[config.mk]
export PLATFORM = sky130hd
export DESIGN_NAME = adc_mux_sequencer
export DESIGN_NICKNAME = d
export VERILOG_FILES = /design/src/rtl/adc_seq_pkg.sv /design/src/rtl/adc_seq_tick_timer.sv /design/src/rtl/adc_seq_chopper.sv /design/src/rtl/adc_mux_sequencer.sv
export SDC_FILE = /design/constraint.sdc
export NUM_CORES = 1
export LEC_CHECK = 0
export ABC_CLOCK_PERIOD_IN_PS = 2900
export BUFFER_PORTS_ARGS = -buffer_cell sky130_fd_sc_hd__clkbuf_2
export CAP_MARGIN = 20
export CORE_MARGIN = 5
export CORE_UTILIZATION = 25
export DETAILED_ROUTE_END_ITERATION = 8
export GPL_ROUTABILITY_DRIVEN = 0
export PLACE_DENSITY = 0.41
export SLEW_MARGIN = 20
export SYNTH_ARGS = -nofsm -noshare
export SYNTH_HDL_FRONTEND = slang
export SYNTH_SLANG_ARGS = --single-unit
[constraint.sdc]
create_clock -name clk -period 2.9 [get_ports clk]
set_clock_uncertainty 0.1 [all_clocks]
set_input_delay 0.58 -clock clk [delete_from_list [all_inputs] [get_ports clk]]
set_output_delay 0.58 -clock clk [all_outputs]
set_load 0.005 [all_outputs]
[src/rtl/adc_seq_pkg.sv]
package adc_seq_pkg;

    localparam int SLOT_W = 3;

    typedef enum logic [2:0] {
        S_SETUP,
        S_ARM,
        S_CONV,
        S_WRITE,
        S_KICK
    } seq_state_e;

    // Index of the last slot for each selector code.
    function automatic logic [SLOT_W-1:0] last_slot_of(input logic [1:0] sel);
        logic [SLOT_W-1:0] r;
        unique case (sel)
            2'b00:   r = SLOT_W'(1);
            2'b01:   r = SLOT_W'(2);
            2'b10:   r = SLOT_W'(3);
            default: r = SLOT_W'(5);
        endcase
        return r;
    endfunction

endpackage

[src/rtl/adc_seq_tick_timer.sv]
module adc_seq_tick_timer #(
    parameter int CNT_W = 2
) (
    input  logic             clk,
    input  logic             rst_n,
    input  logic             clear,
    input  logic             enable,
    input  logic             tick,
    input  logic [CNT_W-1:0] len_m1,
    output logic             done
);

    logic [CNT_W-1:0] cnt_q;

    assign done = enable && tick && (cnt_q == len_m1);

    always_ff @(posedge clk) begin
        if (!rst_n || clear || done) begin
            cnt_q <= '0;
        end else if (enable && tick) begin
            cnt_q <= cnt_q + 1'b1;
        end
    end

    AST_CNT_BOUND: assert property (@(posedge clk) disable iff (!rst_n)
        enable |-> (cnt_q <= len_m1));

endmodule

[src/rtl/adc_seq_chopper.sv]
module adc_seq_chopper (
    input  logic       clk,
    input  logic       rst_n,
    input  logic       update,
    input  logic [1:0] mode,
    output logic       pol
);

    always_ff @(posedge clk) begin
        if (!rst_n) begin
            pol <= 1'b0;
        end else if (update) begin
            unique case (mode)
                2'b00:   pol <= 1'b0;
                2'b01:   pol <= 1'b1;
                default: pol <= ~pol;
            endcase
        end
    end

endmodule

[src/rtl/adc_mux_sequencer.sv]
module adc_mux_sequencer
    import adc_seq_pkg::*;
#(
    parameter int CONV_SHORT = 2,
    parameter int CONV_LONG  = 3
) (
    input  logic              clk,
    input  logic              rst_n,
    input  logic              tick,
    input  logic [1:0]        slot_sel,
    input  logic              fir_long,
    input  logic [1:0]        chop_mode,
    output logic              conv_start,
    output logic              wr_strobe,
    output logic [SLOT_W-1:0] slot_idx,
    output logic              res_wide,
    output logic              chop_pol,
    output logic              compute_start
);

    localparam int CNT_W = (CONV_LONG > 2) ? $clog2(CONV_LONG) : 1;

    seq_state_e        state_q, state_d;
    logic [SLOT_W-1:0] slot_q;
    logic [SLOT_W-1:0] last_q;
    logic              wide_q;
    logic [CNT_W-1:0]  len_m1_q;
    logic              conv_done;
    logic              cycle_open;

    assign cycle_open = (state_q == S_SETUP) && tick;

    adc_seq_tick_timer #(.CNT_W(CNT_W)) u_timer (
        .clk    (clk),
        .rst_n  (rst_n),
        .clear  (state_q == S_ARM),
        .enable (state_q == S_CONV),
        .tick   (tick),
        .len_m1 (len_m1_q),
        .done   (conv_done)
    );

    adc_seq_chopper u_chop (
        .clk    (clk),
        .rst_n  (rst_n),
        .update (cycle_open),
        .mode   (chop_mode),
        .pol    (chop_pol)
    );

    // State register
    always_ff @(posedge clk) begin
        if (!rst_n) state_q <= S_SETUP;
        else        state_q <= state_d;
    end

    // Next-state logic
    always_comb begin
        state_d = state_q;
        unique case (state_q)
            S_SETUP: if (tick) state_d = S_ARM;                          // setup_go
            S_ARM:   state_d = S_CONV;                                   // arm_to_conv
            S_CONV:  if (conv_done) state_d = S_WRITE;                   // conv_done
            S_WRITE: state_d = (slot_q == last_q) ? S_KICK : S_ARM;      // last_slot / next_slot
            S_KICK:  state_d = S_SETUP;                                  // kick_done
            default: state_d = S_SETUP;
        endcase
    end

    // Cycle settings and slot index
    always_ff @(posedge clk) begin
        if (!rst_n) begin
            slot_q   <= '0;
            last_q   <= SLOT_W'(1);
            wide_q   <= 1'b0;
            len_m1_q <= CNT_W'(CONV_SHORT - 1);
        end else if (cycle_open) begin
            slot_q   <= '0;
            last_q   <= last_slot_of(slot_sel);
            wide_q   <= fir_long;
            len_m1_q <= fir_long ? CNT_W'(CONV_LONG - 1) : CNT_W'(CONV_SHORT - 1);
        end else if (state_q == S_WRITE && slot_q != last_q) begin
            slot_q <= slot_q + 1'b1;
        end
    end

    // Outputs
    always_comb begin
        conv_start    = (state_q == S_ARM);
        wr_strobe     = (state_q == S_WRITE);
        compute_start = (state_q == S_KICK);
        slot_idx      = slot_q;
        res_wide      = wide_q;
    end

    AST_SLOT_RANGE: assert property (@(posedge clk) disable iff (!rst_n)
        slot_q <= last_q);

    AST_SLOT_HOLD: assert property (@(posedge clk) disable iff (!rst_n)
        wr_strobe |-> $stable(slot_idx));

    AST_KICK_AFTER_WRITE: assert property (@(posedge clk) disable iff (!rst_n)
        compute_start |-> $past(wr_strobe));

    AST_KICK_LAST_SLOT: assert property (@(posedge clk) disable iff (!rst_n)
        compute_start |-> (slot_idx == last_q));

    AST_POL_CYCLE_HOLD: assert property (@(posedge clk) disable iff (!rst_n)
        (state_q != S_SETUP) |=> $stable(chop_pol));

    AST_SETTINGS_HOLD: assert property (@(posedge clk) disable iff (!rst_n)
        (state_q != S_SETUP) |=> ($stable(last_q) && $stable(res_wide)));

    AST_WAIT_TICK: assert property (@(posedge clk) disable iff (!rst_n)
        (state_q == S_SETUP && !tick) |=> (state_q == S_SETUP));

endmodule

==> impl_metrics.tcl, run 1 <==
set metrics [dict create \
    antenna_found_initial 0 \
    timing.rr.start "state_q[0]$_SDFFE_PN0P_" \
    final.min_clock_period_ps 1905 \
    drive_gt1_share_pct 25.53 \
    synthesis.area_um2 708.2 \
    clock.fmax_ghz 0.5251 \
    start_util_pct 25.90 \
    portBuffers 15 \
    fin_crit_sh_pct 65.67 \
    clkTransAtPathRegs_ps 90 \
    cts_buffer_depth 2 \
    wl_per_cell_um 11.11 \
    placed_cells 121 \
    num_antenna_cells 0 \
    die_y_um 63.23 \
    drt-vias-per-instance 4.432 \
    grt-ovfl-total 0 \
    synthCells 78 \
    drcViolationCount 0 \
    track_usage_pct 7.884 \
    synth_area_leaders "dfxtp_1 (40%), xnor2_1 (8.7%), nand2_1 (5.8%)" \
    synth-async-reset-ratio_pct 0 \
    rsz0062_at_grt "false" \
    worstSetupEndpoint "conv_start" \
    slew_violations 0 \
    syn_nets 89 \
    dp_hpwl_mm 1.101 \
    worstReg2RegEnd "slot_idx[1]$_SDFFE_PP0P_" \
    drt_iter0_markers 11 \
    cap_viol_max_count 0 \
    cp-startpoint "state_q[0]$_SDFFE_PN0P_" \
    final_nets 106 \
    start_kind "flop" \
    crit_path_end_kind "primary output" \
    reg2reg_slack_ps 1250 \
    cts_setup_buffers 0 \
    grt_max_degree 10 \
    cts_sinks 14 \
    root_buffer "clkbuf_4" \
    final_cells 125 \
    postRouteAntennaNets 0 \
    worstPathMaxFanout 9 \
    crit_arrival_ps 1220 \
    routed_wl_mm 1.389 \
    path_class "flop to primary output" \
    post-synth-top-area-fraction_pct 39.58 \
    hold_class "flop to flop" \
    syn_area_per_cell_um2 9.079 \
    multi_input_area_um2 385.4 \
    num_io_pins 16 \
    postCtsHoldBufs 0 \
    worstSkewPairLatency_ps 280 \
    synth_cell_type_count 27 \
    grt_pass1_vias 531 \
    firstDrtPassIters 2 \
    coreArea_mm2 0.002734 \
    leakage_nw 0.3390 \
    status "completed" \
    synth-edff-count 0 \
    setup_viol 0 \
    synth_top_area_cell "dfxtp_1" \
    cts_tree "done" \
    via_count 554 \
    finish.utilization_pct 30.39 \
    yosys-top-cells-count "dfxtp_1 (14), nand2_1 (11), xnor2_1 (7)" \
    numCtsBuffers 3 \
    maxSlewHeadroom_pct 46.02 \
    die-area_mm2 0.003997 \
    regArea_um2 280.3 \
    synth_warnings 0 \
    power_density_mw_per_mm2 545.6 \
    ir_worst_vdd_mv 0.1700 \
    synth.most_common_cell "dfxtp_1" \
    fin_tns_setup_ps 0 \
    area_growth_pct 17.31 \
    hold_viol_final 0 \
    worstMarginPinSlew_ps 798.4 \
    ctsResizeCount 0 \
    reg2reg_depth 4 \
    seq_area_frac_synth_pct 39.58 \
    grt_pass1_wl_mm 2.511 \
    die_w_um 63.23 \
    num_rows 19 \
    fillers 290 \
    htreeDepth 1 \
    cp.required_ps 2220 \
    yosys_most_used_dff "dfxtp_1" \
    ys_seq_elements 14 \
]
area by class of cell:
class | count | area share [%]
Clock buffer | 4 | 4.367
Inverter | 4 | 1.807
Multi-Input combinational cell | 57 | 46.39
Sequential cell | 14 | 33.73
Tap cell | 31 | 4.669
Timing Repair Buffer | 15 | 9.036
per-stage QoR:
stage	instance area [um^2]	total power, mW	setup WS (ps)	hold slack [ps]
6_report	830.8	0.4533	995.5	380.8
5_1_grt	830.8	0.4850	873.4	421.9
3_5_place_dp	794.5	0.3159	1011	376.1
4_1_cts	830.8	0.4601	964.0	388.9
3_3_place_gp	794.5	0.3157	1051	370.7
2_1_floorplan	708.2	0.2992	1261	348.8
power breakdown:
group | switching [mW] | internal [mW] | total (mW) | leakage [nW]
combinational | 0.0417 | 0.0413 | 0.0830 | 0.204
clock | 0.0663 | 0.0765 | 0.143 | 0.0210
sequential | 0.0196 | 0.208 | 0.227 | 0.114
total | 0.128 | 0.326 | 0.453 | 0.339
worst min path at each step:
stage / from / slack, ps / end / cells after the start
finish: last_q[2]$_SDFFE_PN0P_ / 380 / last_q[2]$_SDFFE_PN0P_ / 2
global placement: last_q[2]$_SDFFE_PN0P_ / 370 / last_q[2]$_SDFFE_PN0P_ / 2
detailed placement: last_q[2]$_SDFFE_PN0P_ / 380 / last_q[2]$_SDFFE_PN0P_ / 2
floorplan: last_q[2]$_SDFFE_PN0P_ / 350 / last_q[2]$_SDFFE_PN0P_ / 2
global route: last_q[2]$_SDFFE_PN0P_ / 420 / last_q[2]$_SDFFE_PN0P_ / 2
CTS: last_q[2]$_SDFFE_PN0P_ / 390 / last_q[2]$_SDFFE_PN0P_ / 2
critical path, cell delays in order (launching register included):
cell	delay [ps]
dfxtp_1	500
nor3b_1	290
clkbuf_2	160
per-layer routing:
layer | global-route usage, % | share of wire [%]
met2 | 10.13 | 37
met4 | 6.234 | 3.4
met3 | 2.664 | 5.7
met1 | 10.46 | 54
met5 | 0 | 0
sequential cells by signal, indices dropped and copies added (netlist names):
| name | cells |
|---|---|
| last_q | 3 |
| len_m1_q | 1 |
| res_wide | 1 |
| slot_idx | 3 |
| state_q | 3 |
| u_chop.pol | 1 |
| u_timer.cnt_q | 2 |
cells by family (layout without fill, tap and decap cells):
group,after synthesis,in the layout,synth area share (%)
and+or+nand+nor,31,31,24.91
AOI/OAI and AO/OA,15,15,14.13
DFF,14,14,39.58
xor gates and xnor gates,7,7,8.657
buffers and inverters,7,23,6.006
adders and majority gates,3,3,5.301
muxes,1,1,1.413
layout by cell type (no fill, tap or decap), types with 2 or more instances in the layout:
| cell type | instances |
|---|---|
| clkbuf_2 | 15 |
| dfxtp_1 | 14 |
| nand2_1 | 11 |
| o211ai_1 | 2 |
| nor3b_1 | 2 |
| nand3b_1 | 3 |
| nor2_1 | 5 |
| clkbuf_4 | 3 |
| a31oi_1 | 2 |
| a21oi_1 | 6 |
| xnor2_1 | 7 |
| nor3_1 | 3 |
| inv_1 | 4 |
| ha_1 | 3 |
Note: power is estimated with default switching activity, not from simulation.
==> inputs of run 2 (changes only) <==
--- a/config.mk
+++ b/config.mk
@@ -5,14 +5,15 @@
 export SDC_FILE = /design/constraint.sdc
 export NUM_CORES = 1
 export LEC_CHECK = 0
-export ABC_CLOCK_PERIOD_IN_PS = 2900
+export ABC_AREA = 1
+export ABC_CLOCK_PERIOD_IN_PS = 1700
 export BUFFER_PORTS_ARGS = -buffer_cell sky130_fd_sc_hd__clkbuf_2
 export CAP_MARGIN = 20
 export CORE_MARGIN = 5
 export CORE_UTILIZATION = 25
 export DETAILED_ROUTE_END_ITERATION = 8
 export GPL_ROUTABILITY_DRIVEN = 0
-export PLACE_DENSITY = 0.41
+export PLACE_DENSITY = 0.43
 export SLEW_MARGIN = 20
 export SYNTH_ARGS = -nofsm -noshare
 export SYNTH_HDL_FRONTEND = slang
==> constraint.sdc (replaced) <==
create_clock -name clk -period 1.7 [get_ports clk]
set_clock_uncertainty 0.1 [all_clocks]
set_input_delay 0.34 -clock clk [delete_from_list [all_inputs] [get_ports clk]]
set_output_delay 0.34 -clock clk [all_outputs]
set_load 0.005 [all_outputs]
==> run 2 against run 1 <==
Compared with the run above:
- sequential share of layout area is 0.75 points lower
- via count up 16%
- critical path depth is 1 higher
- non-clock buffer count is 2 higher
- synthesized cell count increased by 19%
- largest cell class unchanged
==> impl_metrics.tcl, run 2 <==
set metrics [dict create \
    fin_hold_ws_ps 250.6 \
    synthMuxAreaShare_pct 0 \
    synthCells 93 \
    grt_pass1_wl_mm 2.711 \
    final_nets 125 \
    syn_nets 104 \
    cts_buffer_depth 2 \
    crit_path_end_kind "primary output" \
    via_count 644 \
    path_class "flop to primary output" \
    synth_top_area_cell "dfxtp_1" \
    final.min_clock_period_ps 1603 \
    die_y_um 62.52 \
    synth_compound_area_share_pct 9.982 \
    num_antenna_cells 0 \
    maxSlewHeadroom_pct 78.77 \
    synthAdderAreaFrac_pct 5.445 \
    synthesis.area_um2 689.4 \
    antenna_found_initial 0 \
    fin_tns_setup_ps 0 \
    ys_seq_elements 14 \
    num_rows 19 \
    cp-startpoint "state_q[1]$_SDFFE_PN0P_" \
    htreeDepth 1 \
    synth_area_leaders "dfxtp_1 (41%), nand2_1 (9.8%), inv_1 (7.1%)" \
    cp.required_ps 1260 \
    fillers 314 \
    firstDrtPassIters 4 \
    synth.most_common_cell "nand2_1" \
    drt-vias-per-instance 4.472 \
    worstHoldStart "fir_long" \
    die-area_mm2 0.003908 \
    finish.utilization_pct 31.35 \
    drcViolationCount 0 \
    drive_gt1_share_pct 23.01 \
    routed_wl_mm 1.462 \
    start_kind "flop" \
    drt_iter0_markers 11 \
    power_density_mw_per_mm2 859.0 \
    start_util_pct 25.44 \
    synth-simple-area-share_pct 27.95 \
    hold_viol_final 0 \
    num_io_pins 16 \
    worstMarginPinSlew_ps 317.6 \
    wl_per_cell_um 10.15 \
    status "completed" \
    syn_area_per_cell_um2 7.413 \
    root_buffer "clkbuf_4" \
    cts_tree "done" \
    synth-edff-count 0 \
    post-synth-top-area-fraction_pct 40.65 \
    area_growth_pct 23.23 \
    layout_common_cells "nand2_1 (18), clkbuf_2 (15), dfxtp_1 (14)" \
    slew_violations 0 \
    rsz0062_at_grt "false" \
    seq_area_frac_synth_pct 40.65 \
    ir_worst_vdd_mv 0.3286 \
    worstSkewPairLatency_ps 270 \
    grt-ovfl-total 0 \
    grt_pass1_vias 660 \
    track_usage_pct 8.259 \
    clkTransAtPathRegs_ps 80 \
    fin_crit_sh_pct 94.28 \
    dp_hpwl_mm 1.168 \
    hold_class "primary input to flop" \
    synth_cell_type_count 18 \
    synth_warnings 0 \
    clock.fmax_ghz 0.6239 \
    ctsResizeCount 0 \
    crit_arrival_ps 1160 \
    numCtsBuffers 3 \
    mostFrequentLayoutCell "nand2_1" \
    die_w_um 62.52 \
    worstPathMaxFanout 5 \
    yosys_most_used_dff "dfxtp_1" \
    synth_xor_area_share_pct 7.623 \
    synth-async-reset-ratio_pct 0 \
    synth_top_family_by_area "simple AND/OR/NAND/NOR gates" \
    yosys-top-cells-count "nand2_1 (18), dfxtp_1 (14), inv_1 (13)" \
    coreArea_mm2 0.002710 \
    cts_sinks 14 \
    setup_viol 0 \
    postRouteAntennaNets 0 \
    portBuffers 15 \
    cap_viol_max_count 0 \
    timing.rr.start "state_q[1]$_SDFFE_PN0P_" \
    leakage_nw 0.4033 \
    grt_max_degree 10 \
]
-- run 2: cell types whose count changed in the layout (fill, tap and decap cells not counted), sizes merged, moves of 3 or more --
| cell | before | now |
|---|---|---|
| inv | 4 | 14 |
| nand2 | 11 | 18 |
| nand3 | 1 | 8 |
| nand3b | 3 | 0 |
| nor2 | 5 | 12 |
| o21ai | 1 | 5 |
| xnor2 | 7 | 4 |
-- run 2: critical path, stage by stage, from the launching register on --
cell	delay (ps)
dfxtp_1	370
inv_1	110
nor3_4	250
clkbuf_2	160
-- run 2: cell families after synthesis --
group / Yosys count
buffers and inverters: 15
adders and majority gates: 3
DFF: 14
AOI/OAI and AO/OA: 13
xor gates and xnor gates: 6
and+or+nand+nor: 42
-- run 2: layout make-up --
cell class | count | area [um^2] | share of cell area (%)
repair buffers | 17 | 90.09 | 10.60
well taps | 31 | 38.79 | 4.566
clock buffers | 4 | 36.28 | 4.271
inverters | 14 | 52.55 | 6.186
flip-flops and latches | 14 | 280.3 | 32.99
multi-input cells | 64 | 351.6 | 41.38
-- run 2: timing repair --
action	in CTS	in global routing
hold buffers	0	0
buffers inserted	0	2
endpoints found under the setup margin	0	1
-- run 2: metal layers --
metal	global-route usage [%]	share of wire (%)	routed length (um)
met1	9.751	44	639
met2	13.08	48	699
met3	2.518	5.9	86
met4	4.775	2.6	38
met5	0	0	0
-- run 2: worst paths after layout --
check | slack [ps] | depth (start not counted) | end
worst min register to register | 400 | 2 | len_m1_q[0]$_SDFFE_PN1P_
worst max register to register | 360 | 6 | slot_idx[2]$_SDFFE_PP0P_
worst min-delay path | 250 | 4 | len_m1_q[0]$_SDFFE_PN1P_
worst max-delay path | 100 | 3 | wr_strobe
-- run 2: metrics by stage --
step                power, mW  setup slack [ps]  cell area, um^2  std cells
global route           0.7891             26.40            849.6        144
CTS                    0.7420             30.05            834.6        142
global placement       0.4987             356.9            798.3        138
detailed placement     0.5015             348.2            798.3        138
finish                 0.7298             97.16            849.6        144
floorplan              0.4620             549.5            689.4         93
-- run 2: power by group --
group	total (mW)	leakage, nW	switching, mW	internal [mW]
clock	0.236	0.0210	0.106	0.130
sequential	0.370	0.114	0.0187	0.351
combinational	0.124	0.268	0.0733	0.0510
